**src/rtl/mmio_uart.sv**
```systemverilog
module mmio_uart #(
  parameter int AW   = 5,
  parameter int DIVW = 21
) (
  input  logic          clk,
  input  logic          rst_n,
  input  logic          bus_valid,
  input  logic          bus_write,
  input  logic [AW-1:0] bus_addr,
  input  logic [31:0]   bus_wdata,
  output logic [31:0]   bus_rdata,
  input  logic          rxd,
  output logic          txd,
  output logic          irq_tx,
  output logic          irq_rx,
  output logic          irq_ovr
);
  localparam int FRAME = 10;

  logic [5:0]      ctrl;
  logic [DIVW-1:0] div;
  logic [3:0]      intf;
  logic            st_txo, st_rxo;
  logic [7:0]      tx_buf, rx_buf, rx_sh;
  logic            tx_full, rx_full;
  logic [9:0]      tx_sh;
  logic [3:0]      tx_bits, rx_n;
  logic [DIVW-1:0] tx_cnt, rx_cnt;
  logic [1:0]      rx_sync;

  wire sel_data = bus_addr == AW'('h00);
  wire sel_st   = bus_addr == AW'('h04);
  wire sel_ctrl = bus_addr == AW'('h08);
  wire sel_int  = bus_addr == AW'('h0C);
  wire sel_div  = bus_addr == AW'('h10);
  wire wr       = bus_valid & bus_write;
  wire rd_data  = bus_valid & ~bus_write & sel_data;
  wire unused_hi = &{1'b0, bus_wdata[31:DIVW]};

  wire tx_busy   = tx_bits != 4'd0;
  wire tx_load   = ctrl[0] & tx_full & ~tx_busy;
  wire tx_tick   = tx_cnt == div - DIVW'(1);
  wire tx_ovr_ev = wr & sel_data & tx_full;

  wire rx_in     = rx_sync[1];
  wire rx_tick   = (rx_n == 4'd1) ? (rx_cnt == (div >> 1)) : (rx_cnt == div - DIVW'(1));
  wire rx_done   = ctrl[1] & (rx_n == 4'(FRAME)) & rx_tick & rx_in;
  wire rx_new    = rx_done & ~rx_full;
  wire rx_ovr_ev = rx_done & rx_full;

  wire [3:0] int_clr = (wr & sel_int) ? bus_wdata[3:0] : 4'd0;
  wire [3:0] int_set = {rx_ovr_ev, tx_ovr_ev, rx_new, tx_load};

  assign txd     = tx_busy ? tx_sh[0] : 1'b1;
  assign irq_tx  = intf[0] & ctrl[2];
  assign irq_rx  = intf[1] & ctrl[3];
  assign irq_ovr = (intf[2] & ctrl[4]) | (intf[3] & ctrl[5]);

  always_comb begin
    bus_rdata = '0;
    if (sel_data) bus_rdata[7:0] = rx_buf;
    if (sel_st)   bus_rdata[3:0] = {st_rxo, st_txo, rx_full, tx_full};
    if (sel_ctrl) bus_rdata[5:0] = ctrl;
    if (sel_int)  bus_rdata[3:0] = intf;
    if (sel_div)  bus_rdata[DIVW-1:0] = div;
  end

  always_ff @(posedge clk or negedge rst_n) begin
    if (!rst_n) begin
      ctrl <= '0; div <= '0; intf <= '0; st_txo <= 1'b0; st_rxo <= 1'b0;
      tx_buf <= '0; tx_full <= 1'b0; tx_sh <= '0; tx_bits <= '0; tx_cnt <= '0;
    end else begin
      if (wr & sel_ctrl) ctrl <= bus_wdata[5:0];
      if (wr & sel_div)  div  <= bus_wdata[DIVW-1:0];
      intf   <= (intf & ~int_clr) | int_set;
      st_txo <= (st_txo & ~(wr & sel_st & bus_wdata[2])) | tx_ovr_ev;
      st_rxo <= (st_rxo & ~(wr & sel_st & bus_wdata[3])) | rx_ovr_ev;
      if (wr & sel_data & ~tx_full) begin
        tx_buf  <= bus_wdata[7:0];
        tx_full <= 1'b1;
      end else if (tx_load) begin
        tx_full <= 1'b0;
      end
      if (tx_load) begin
        tx_sh   <= {1'b1, tx_buf, 1'b0};
        tx_bits <= 4'(FRAME);
        tx_cnt  <= '0;
      end else if (tx_busy) begin
        if (tx_tick) begin
          tx_cnt  <= '0;
          tx_sh   <= {1'b1, tx_sh[9:1]};
          tx_bits <= tx_bits - 4'd1;
        end else begin
          tx_cnt <= tx_cnt + DIVW'(1);
        end
      end
    end
  end

  always_ff @(posedge clk or negedge rst_n) begin
    if (!rst_n) begin
      rx_sync <= 2'b11; rx_n <= '0; rx_cnt <= '0; rx_sh <= '0;
      rx_buf <= '0; rx_full <= 1'b0;
    end else begin
      rx_sync <= {rx_sync[0], rxd};
      if (!ctrl[1]) begin
        rx_n <= '0;
      end else if (rx_n == 4'd0) begin
        if (!rx_in) begin
          rx_n   <= 4'd1;
          rx_cnt <= '0;
        end
      end else if (rx_tick) begin
        rx_cnt <= '0;
        if ((rx_n == 4'd1 && rx_in) || rx_n == 4'(FRAME)) rx_n <= '0;
        else rx_n <= rx_n + 4'd1;
        if (rx_n >= 4'd2 && rx_n <= 4'd9) rx_sh <= {rx_in, rx_sh[7:1]};
      end else begin
        rx_cnt <= rx_cnt + DIVW'(1);
      end
      if (rx_new) begin
        rx_buf  <= rx_sh;
        rx_full <= 1'b1;
      end else if (rd_data) begin
        rx_full <= 1'b0;
      end
    end
  end

  p_start_low_r3: assert property (@(posedge clk) disable iff (!rst_n)
    $rose(tx_busy) |-> !txd);
  p_overrun_flags_r4: assert property (@(posedge clk) disable iff (!rst_n)
    tx_ovr_ev |=> (st_txo && intf[2] && tx_full));
  p_rx_flag_full_r5: assert property (@(posedge clk) disable iff (!rst_n)
    $rose(intf[1]) |-> rx_full);
  p_tx_flag_on_load_r7: assert property (@(posedge clk) disable iff (!rst_n)
    $fell(tx_full) |-> (intf[0] && tx_busy));
  p_tx_hold_r10: assert property (@(posedge clk) disable iff (!rst_n)
    (!ctrl[0] && !tx_busy) |=> !tx_busy);
  p_rx_idle_r10: assert property (@(posedge clk) disable iff (!rst_n)
    !ctrl[1] |=> (rx_n == 4'd0));
endmodule

```
**config.mk**
```make
export PLATFORM = sky130hd
export DESIGN_NAME = mmio_uart
export DESIGN_NICKNAME = d
export VERILOG_FILES = /design/src/rtl/mmio_uart.sv
export SDC_FILE = /design/constraint.sdc
export NUM_CORES = 1
export LEC_CHECK = 0
export BUFFER_PORTS_ARGS = -buffer_cell sky130_fd_sc_hd__buf_2
export CORE_MARGIN = 4
export CORE_UTILIZATION = 60
export CTS_CLUSTER_DIAMETER = 150
export DETAILED_ROUTE_END_ITERATION = 6
export GPL_ROUTABILITY_DRIVEN = 0
export PLACE_DENSITY = 0.87
export SYNTH_ARGS = -nofsm -noshare
export SYNTH_HDL_FRONTEND = slang
export SYNTH_SLANG_ARGS = --single-unit
```
**constraint.sdc**
```tcl
create_clock -name clk -period 7.3 [get_ports clk]
set_input_delay 1.095 -clock clk [delete_from_list [all_inputs] [get_ports clk]]
set_output_delay 1.095 -clock clk [all_outputs]
set_load 0.05 [all_outputs]
```
==> results of run 1 <==
==> per-layer routing <==
metal  share of wire  up-vias  track usage
li1                -     3198            -
met1            0.42     3313        0.370
met2            0.47      343        0.435
met3           0.094       52       0.0773
met4           0.021        0       0.0900
met5               0        -            0
==> per-stage QoR <==
stage / hold slack [ns] / area (sq um)
floorplan: 0.345 / 8000
global placement: 0.346 / 8170
detailed placement: 0.347 / 8170
CTS: 0.356 / 8740
global route: 0.357 / 8740
finish: 0.356 / 8740
==> final timing paths <==
kind / from / end / slack, ns / cells after the start
max: bus_addr[1] / bus_rdata[3] / 2.83 / 5
min: rx_sync[0] / rx_sync[1] / 0.36 / 0
max reg2reg: div[0] / tx_sh[1] / 2.86 / 11
min reg2reg: rx_sync[0] / rx_sync[1] / 0.36 / 0
max in group asynchronous: rst_n / tx_cnt[1] / 5.28 / 2
min in group asynchronous: rst_n / rx_cnt[12] / 0.65 / 1
==> power by group through the flow <==
stage	logic [mW]	clock network [mW]	registers [mW]
finish	0.543	0.818	0.852
global placement	0.514	0	0.854
CTS	0.535	0.829	0.848
floorplan	0.472	0	0.785
detailed placement	0.527	0	0.858
global route	0.605	0.857	0.861
==> cells by family after synthesis <==
group | Yosys count
xor gates and xnor gates | 50
muxes | 62
buffers and inverters | 106
other | 1
adders and majority gates | 10
AOI/OAI and AO/OA | 202
DFF | 121
and+or+nand+nor | 330
==> worst register-to-register path: stages (launching register included) <==
cell	delay (ns)
dfrtp_1	0.49
inv_1	0.15
ha_1	0.25
or3b_1	0.53
nor4_4	0.59
xnor2_1	0.19
nand4_1	0.13
nor4b_1	0.33
nand4_1	0.27
nand2_1	0.64
nand2_1	0.47
a21oi_1	0.30
==> Yosys cell counts, drive strengths merged, types with 4 or more instances <==
cell and instances:
ha 10, nor4b 4, o21ai 37, nor2 43, nor3b 10, nor2b 12
nand4 15, and2 21, a22oi 5, nand2b 19, or2 5, a21oi 42
nor3 30, mux2i 11, and3 20, nand4b 4, dfrtp 119, or3 9
a31oi 20, a22o 13, nand3 32, o31ai 6, xnor2 22, a21o 19
mux2 51, xor2 28, inv 30, o22ai 16, or4 5, buf 29
clkbuf 47, nor4 16, o211ai 6, nand2 73, a211oi 5
==> cell type report <==
type                       count  area (sq um)
timing repair buffer          60           315
inverter                      30           113
clock inverter                13           133
sequential                   121          3030
fill                        1012          4080
clock buffer                  19           443
multi-input combinational    665          4500
tap                          172           215
==> sequential cells by signal (all words and copies together) (netlist names) <==
| signal | cells |
|---|---|
| intf | 4 |
| div | 21 |
| rx_cnt | 21 |
| tx_buf | 8 |
| rx_buf | 8 |
| rx_n | 4 |
| tx_full | 1 |
| tx_bits | 4 |
| st_rxo | 1 |
| ctrl | 6 |
| rx_sync | 2 |
| st_txo | 1 |
| rx_sh | 8 |
| tx_sh | 10 |
| tx_cnt | 21 |
| rx_full | 1 |
==> placed cells by master (no fill, tap or decap), types with 5 or more instances in the layout <==
cell type and n:
and2_1 20, dfrtp_1 119, o22ai_1 16, nand4_1 14, nor4_1 14, a211oi_1 5
inv_1 30, nand2b_1 19, a31oi_1 20, a22o_1 12, clkbuf_16 17, xnor2_1 22
o21ai_0 37, mux2i_1 11, o31ai_1 6, inv_6 6, nand3_1 32, buf_2 54
xor2_1 28, ha_1 10, nand2_1 73, buf_4 6, and3_1 20, or4_1 5
a21o_1 19, nor2_1 43, nor3_1 29, a22oi_1 5, nor3b_1 7, nor2b_1 11
a21oi_1 42, or3_1 9, mux2_4 8, o211ai_1 6, conb_1 11, mux2_2 43
==> impl_metrics.json, run 1 <==
{
  "final_core_util": 0.682,
  "yosys.area_share.xor_xnor": 0.0550,
  "clk_latency_ns": 0.42,
  "fin_crit_ns": 4.47,
  "start_util": 0.621,
  "fmax_mhz": 224,
  "track_usage": 0.276,
  "ys_warn_count": 0,
  "p_clk_frac": 0.370,
  "synth_compound_area_frac": 0.169,
  "clkTransAtPathRegs_ns": 0.06,
  "combPwrFrac": 0.245,
  "synth_seq_cells": 121,
  "dr_total_vias": 6906,
  "diodes": 0,
  "synth-edff-count": 0,
  "finalSetupTns_ns": 0,
  "synth.mux.area_fraction": 0.0898,
  "dp_worst_setup_slack_ns": 2.84,
  "status": "completed",
  "critPathTopFamily": "simple AND/OR/NAND/NOR gates",
  "grt_overflow": 0,
  "cp-start-kind": "primary input",
  "clk_path_buf_depth": 2,
  "totalPowerFinal_mw": 2.21,
  "firstDrtPassIters": 6,
  "antenna_left": 0,
  "via_per_inst": 6.39,
  "synth_flop_cell": "dfrtp_1",
  "leakage_nw": 4.07,
  "die_w_um": 123,
  "finClkSkew_ns": 0.00806,
  "synthSimpleGateAreaFrac": 0.230,
  "top_level_ports": 78,
  "synth_area_leaders": "dfrtp_1 (37%), mux2_2 (6.1%), nand2_1 (3.4%)",
  "core_sq_um": 12800,
  "hold_class": "flip-flop to flip-flop",
  "finalCritPeriodShare": 0.612,
  "max-vdd-ir-drop_v": 0.000235,
  "postCtsHoldBufs": 0,
  "maxSlewHeadroom": 0.0764,
  "cts_buffers": 17,
  "synthToLayoutAreaGrowth_pct": 9.86,
  "intPower_mw": 1.42,
  "die_h_um": 123,
  "grt_pass1_wl_um": 33100,
  "p_switching_mw": 0.790,
  "wire_per_inst_um": 18.3,
  "cp-end-kind": "output port",
  "critPathMaxStageDelay_ns": 1.07,
  "grt_max_degree": 82,
  "grt_pass1_vias": 6587,
  "cp.required_ns": 6.20,
  "post_cts_resized": 0,
  "row_count": 41,
  "maxSlewViolCount": 0,
  "yosys.area.top_type": "dfrtp_1",
  "final-setup-viol-count": 0,
  "final_nets": 947,
  "hold_viol_final": 0,
  "async_flop_share": 1.00,
  "setup_slack_ns": 2.83,
  "synth_area_sq_um": 7960,
  "maxCapViolations": 0,
  "dp.cells": 1048,
  "rsz0062_at_grt": "false",
  "path_common_cell": "buf_2",
  "path_cells": "buf_2, or3_1, nor2b_1, mux2_2, buf_2",
  "cts_tree": "built",
  "avgSynthCellArea_sq_um": 9.03,
  "cts_setup_buffers": 0,
  "cp.buffers_inverters": 2,
  "antenna_found_initial": 0,
  "fin_cells": 1080,
  "syn_inst": 882,
  "cts.sinks": 121,
  "synth_cell_types": 79,
  "synth_top_family_by_area": "simple AND/OR/NAND/NOR gates",
  "drt_iter0_markers": 746,
  "switching_share": 0.357,
  "synth_top_area_share": 0.374,
  "post-dp-hpwl_um": 13400,
  "htreeDepth": 4,
  "p_seq_frac": 0.385,
  "drt_drc_violations_left": 0,
  "synthAdderAreaFrac": 0.0157,
  "wirelength_um": 19800,
  "powerDensity_nw_per_um2": 253,
  "tightest_slew_ns": 1.38,
  "cts_root_buf": "clkbuf_16",
  "portBuffers": 55,
  "worstPathArrival_ns": 3.37,
  "drive_above_1_share": 0.175,
  "die_area_sq_um": 15200,
  "synth_seq_area_share": 0.381,
  "crit_type": "primary input to output port",
  "slowest_stage": "nor2b_1",
  "worstPathMaxFanout": 20
}
Note: power is estimated with default switching activity, not from simulation.
==> run 2: changes to the inputs <==
- CORE_UTILIZATION: 60 -> 54
- PLACE_DENSITY: 0.87 -> 0.83
- clock period: 7.3 -> 3.8 ns (I/O delays scaled with it)
==> run 2 against run 1 <==
Clock skew is 0.00061 ns higher. Die area is 10% higher. Sequential share of layout area is 1.6 points lower.
==> impl_metrics.json, run 2 (synthesized netlist as in run 1, its figures left out) <==
{
  "status": "completed",
  "maxCapViolations": 0,
  "cts_buffers": 17,
  "wirelength_um": 21200,
  "cp-start-kind": "flip-flop",
  "fmax_mhz": 270,
  "die_h_um": 129,
  "track_usage": 0.259,
  "r2r_slack_ns": 0.1,
  "worstPathArrival_ns": 4.01,
  "postCtsHoldBufs": 0,
  "grt_overflow": 0,
  "via_per_inst": 6.28,
  "die_area_sq_um": 16700,
  "wire_per_inst_um": 18.7,
  "worstHoldStart": "rxd",
  "die_w_um": 129,
  "max-vdd-ir-drop_v": 0.000428,
  "tightest_slew_ns": 1.03,
  "cp.required_ns": 4.11,
  "antenna_found_initial": 0,
  "reg.largest.list": "div: 21 flops, rx_cnt: 21 flops, tx_cnt: 21 flops",
  "grt_max_degree": 70,
  "antenna_left": 0,
  "clkTransAtPathRegs_ns": 0.06,
  "firstDrtPassIters": 6,
  "cts.sinks": 121,
  "critPathTopFamily": "simple AND/OR/NAND/NOR gates",
  "powerDensity_nw_per_um2": 497,
  "finClkSkew_ns": 0.00866,
  "cts_setup_buffers": 0,
  "core_sq_um": 14500,
  "final_nets": 989,
  "diodes": 0,
  "htreeDepth": 4,
  "worstPathMaxFanout": 8,
  "hold_viol_final": 0,
  "post-dp-hpwl_um": 14700,
  "fin_crit_ns": 3.70,
  "drive_above_1_share": 0.218,
  "start_util": 0.550,
  "hold_class": "primary input to flip-flop",
  "row_count": 44,
  "clk_path_buf_depth": 2,
  "final_core_util": 0.634,
  "grt_pass1_wl_um": 34400,
  "finalCritPeriodShare": 0.974,
  "drt_drc_violations_left": 0,
  "path_common_cell": "buf_4",
  "grt_pass1_vias": 6733,
  "final-setup-viol-count": 0,
  "clk_latency_ns": 0.43,
  "startpoint": "div[0]",
  "cp.buffers_inverters": 2,
  "path_cells": "buf_4, nor4_4, nand4_1, and3b_1, nor4_1, a22o_2, nand4_2, nor3b_4, nor4bb_2, buf_4, mux2_2",
  "drt_iter0_markers": 778,
  "top_level_ports": 78,
  "portBuffers": 55,
  "leakage_nw": 4.32,
  "dr_total_vias": 7125,
  "critPathMaxStageDelay_ns": 0.52,
  "r2r_start": "div[0]",
  "nFillCells": 1164,
  "maxSlewViolCount": 0,
  "maxSlewHeadroom": 0.313,
  "slowest_stage": "nor4_4",
  "dp_worst_setup_slack_ns": 0.120,
  "cts_root_buf": "clkbuf_16",
  "cp-end-kind": "flip-flop",
  "crit_type": "flip-flop to flip-flop",
  "setup_slack_ns": 0.0990,
  "most-common-layout-cells": "dfrtp_1 (119), nand2_1 (73), buf_2 (54), buf_4 (47)",
  "cts_tree": "built",
  "synthToLayoutAreaGrowth_pct": 15.3,
  "final_common_cell": "dfrtp_1"
}
## run 2: metrics by stage
stage / instance area, sq um / power [mW] / instances / TNS (ns) / hold slack (ns)
after detailed placement: 8510 / 2.77 / 1102 / 0 / 0.348
after global routing: 9180 / 4.78 / 1134 / -0.283 / 0.226
final: 9180 / 4.57 / 1134 / 0 / 0.235
after CTS: 9150 / 4.56 / 1134 / 0 / 0.225
after global placement: 8510 / 2.74 / 1102 / 0 / 0.346
after floorplan: 8000 / 2.42 / 892 / 0 / 0.274
## run 2: per-layer routing
metal	GRT usage	share of wire	vias up
li1	-	-	3277
met1	0.355	0.42	3458
met5	0	0	-
met4	0.0630	0.014	0
met2	0.423	0.48	356
met3	0.0556	0.084	34
## run 2: timing repair
action / 4_1_cts / 5_1_grt
gates resized for setup: 0 / 7
setup endpoints to repair: 0 / 31
endpoints found under the hold margin: 0 / 0
## run 2: worst paths after layout
check                      depth (start not counted)          to
max                                               11    rx_sh[1]
min                                                1  rx_sync[0]
max reg2reg                                       11    rx_sh[1]
min reg2reg                                        0  rx_sync[1]
max in group asynchronous                          2  rx_sync[1]
min in group asynchronous                          1  rx_cnt[15]
## run 2: worst register-to-register path, stage by stage (launching register included)
cell and delay [ns]:
dfrtp_1 0.38, buf_4 0.17, nor4_4 0.52, nand4_1 0.32
and3b_1 0.27, nor4_1 0.34, a22o_2 0.23, nand4_2 0.13
nor3b_4 0.27, nor4bb_2 0.38, buf_4 0.24, mux2_2 0.35
## run 2: cell type report
| class | instances | area (sq um) | area share |
|---|---|---|---|
| Inverter | 30 | 113 | 0.0123 |
| Tap cell | 184 | 230 | 0.0251 |
| Clock buffer | 18 | 429 | 0.0467 |
| Sequential cell | 121 | 3030 | 0.330 |
| Timing Repair Buffer | 102 | 643 | 0.0700 |
| Multi-Input combinational cell | 665 | 4530 | 0.493 |
| Clock inverter | 14 | 209 | 0.0228 |
## run 2: where the power goes
part           internal, mW  total, mW  switching, mW
Sequential             1.41       1.56          0.150
Clock                  1.11       1.77          0.658
Combinational         0.476       1.23          0.753
==> run 3: changes to the inputs <==
- CORE_UTILIZATION: 54 -> 56
- CTS_BUF_LIST: not set -> sky130_fd_sc_hd__clkbuf_2 sky130_fd_sc_hd__clkbuf_4 sky130_fd_sc_hd__clkbuf_8
- PLACE_DENSITY: 0.83 -> 0.85
==> run 3 against run 2 <==
Die area decreased by 3.3%. Final area decreased by 2.5%. Maximum frequency increased by 0.84%. Largest power group is now registers.
==> impl_metrics.json, run 3 (synthesized netlist as in run 1, its figures left out) <==
{
  "status": "completed",
  "worstPathMaxFanout": 9,
  "nFillCells": 1119,
  "critPathTopFamily": "simple AND/OR/NAND/NOR gates",
  "start_util": 0.573,
  "antenna_left": 0,
  "via_per_inst": 6.31,
  "hold_class": "primary input to flip-flop",
  "cp-start-kind": "flip-flop",
  "path_cells": "nor3_2, nand4_1, and3b_1, nor4_1, a22o_2, nand4_2, nor3b_4, buf_4, nor3b_4, buf_12, mux2_4",
  "final-setup-viol-count": 0,
  "slowest_stage": "nor3_2",
  "cp.required_ns": 4.16,
  "reg.largest.list": "div: 21 flops, rx_cnt: 21 flops, tx_cnt: 21 flops",
  "finalSetupTns_ns": 0,
  "drt_drc_violations_left": 0,
  "core_sq_um": 13900,
  "dr_total_vias": 7081,
  "postCtsHoldBufs": 0,
  "top_level_ports": 78,
  "portBuffers": 55,
  "leakage_nw": 4.21,
  "final_cell_area_sq_um": 8950,
  "post-dp-hpwl_um": 14400,
  "drive_above_1_share": 0.217,
  "max-vdd-ir-drop_v": 0.000580,
  "htreeDepth": 4,
  "grt_overflow": 0,
  "tightest_slew_ns": 0.957,
  "r2r_slack_ns": 0.13,
  "worstPathArrival_ns": 4.03,
  "cts_buffers": 17,
  "clk_path_buf_depth": 2,
  "drt_iter0_markers": 844,
  "path_common_cell": "nor3b_4",
  "maxSlewViolCount": 0,
  "grt_pass1_vias": 6695,
  "multi_input_area_sq_um": 4550,
  "wire_per_inst_um": 18.6,
  "fin_crit_ns": 3.67,
  "maxCapViolations": 0,
  "cts_tree": "built",
  "row_count": 43,
  "critPathMaxStageDelay_ns": 0.55,
  "rsz0062_at_grt": "false",
  "cp.buffers_inverters": 2,
  "grt_max_degree": 71,
  "diodes": 0,
  "cts.sinks": 121,
  "die_w_um": 127,
  "firstDrtPassIters": 6,
  "final_nets": 982,
  "cp-end-kind": "flip-flop",
  "crit_type": "flip-flop to flip-flop",
  "clk_latency_ns": 0.47,
  "clkTransAtPathRegs_ns": 0.08,
  "grt_pass1_wl_um": 33900,
  "die_area_sq_um": 16200,
  "finalCritPeriodShare": 0.966,
  "powerDensity_nw_per_um2": 451,
  "post_dp_cell_area_sq_um": 8450,
  "wirelength_um": 20800,
  "antenna_found_initial": 0,
  "cts_root_buf": "clkbuf_8",
  "fmax_mhz": 272,
  "final_common_cell": "dfrtp_1",
  "die_h_um": 127,
  "area.sequential_sq_um": 3030,
  "maxSlewHeadroom": 0.362,
  "most-common-layout-cells": "dfrtp_1 (119), nand2_1 (73), buf_2 (54), nor2_1 (43), mux2_2 (43)",
  "finClkSkew_ns": 0.0155,
  "synthToLayoutAreaGrowth_pct": 12.4,
  "hold_viol_final": 0,
  "track_usage": 0.262
}
-- run 3: path summary, 6_finish.rpt --
| check | start | to | cells past startpoint |
|---|---|---|---|
| max | div[4] | rx_buf[4] | 11 |
| min | rxd | rx_sync[0] | 1 |
| max reg2reg | div[4] | rx_buf[4] | 11 |
| min reg2reg | rx_sync[0] | rx_sync[1] | 0 |
| max in group asynchronous | rst_n | rx_sync[1] | 2 |
| min in group asynchronous | rst_n | rx_cnt[14] | 1 |
-- run 3: timing repair --
item                                    CTS  global route
buffers inserted                          0             0
gates resized for setup                   0            13
endpoints found under the setup margin    0            35
-- run 3: metrics by stage --
step	total power, mW	util	std cells	hold WS, ns	setup WS (ns)
after CTS	4.02	0.640	1123	0.168	0.0471
after detailed placement	2.74	0.609	1091	0.350	0.0984
after floorplan	2.42	-	892	0.274	0.0444
after global placement	2.70	0.609	1091	0.346	0.158
final	4.04	0.645	1123	0.200	0.130
after global routing	4.24	0.645	1123	0.168	0.00728
-- run 3: layout make-up --
cell class,instances,share of cell area
tap,180,0.0252
clock buffer,20,0.0301
clock inverter,12,0.0185
multi-input combinational,665,0.509
timing repair buffer,95,0.0664
sequential,121,0.339
inverter,30,0.0126
-- run 3: metal layers --
metal,global-route usage,wire (um),vias to the layer above
met4,0.0934,456,0
met2,0.416,9850,379
met5,0,0,-
li1,-,-,3277
met3,0.0640,1930,59
met1,0.350,8600,3366
-- run 3: report_power, final --
part / total [mW] / leakage, nW / internal (mW) / switching (mW)
clock: 1.28 / 0.210 / 0.699 / 0.577
combinational: 1.19 / 2.42 / 0.456 / 0.735
sequential: 1.57 / 1.59 / 1.41 / 0.158
total: 4.04 / 4.21 / 2.57 / 1.47
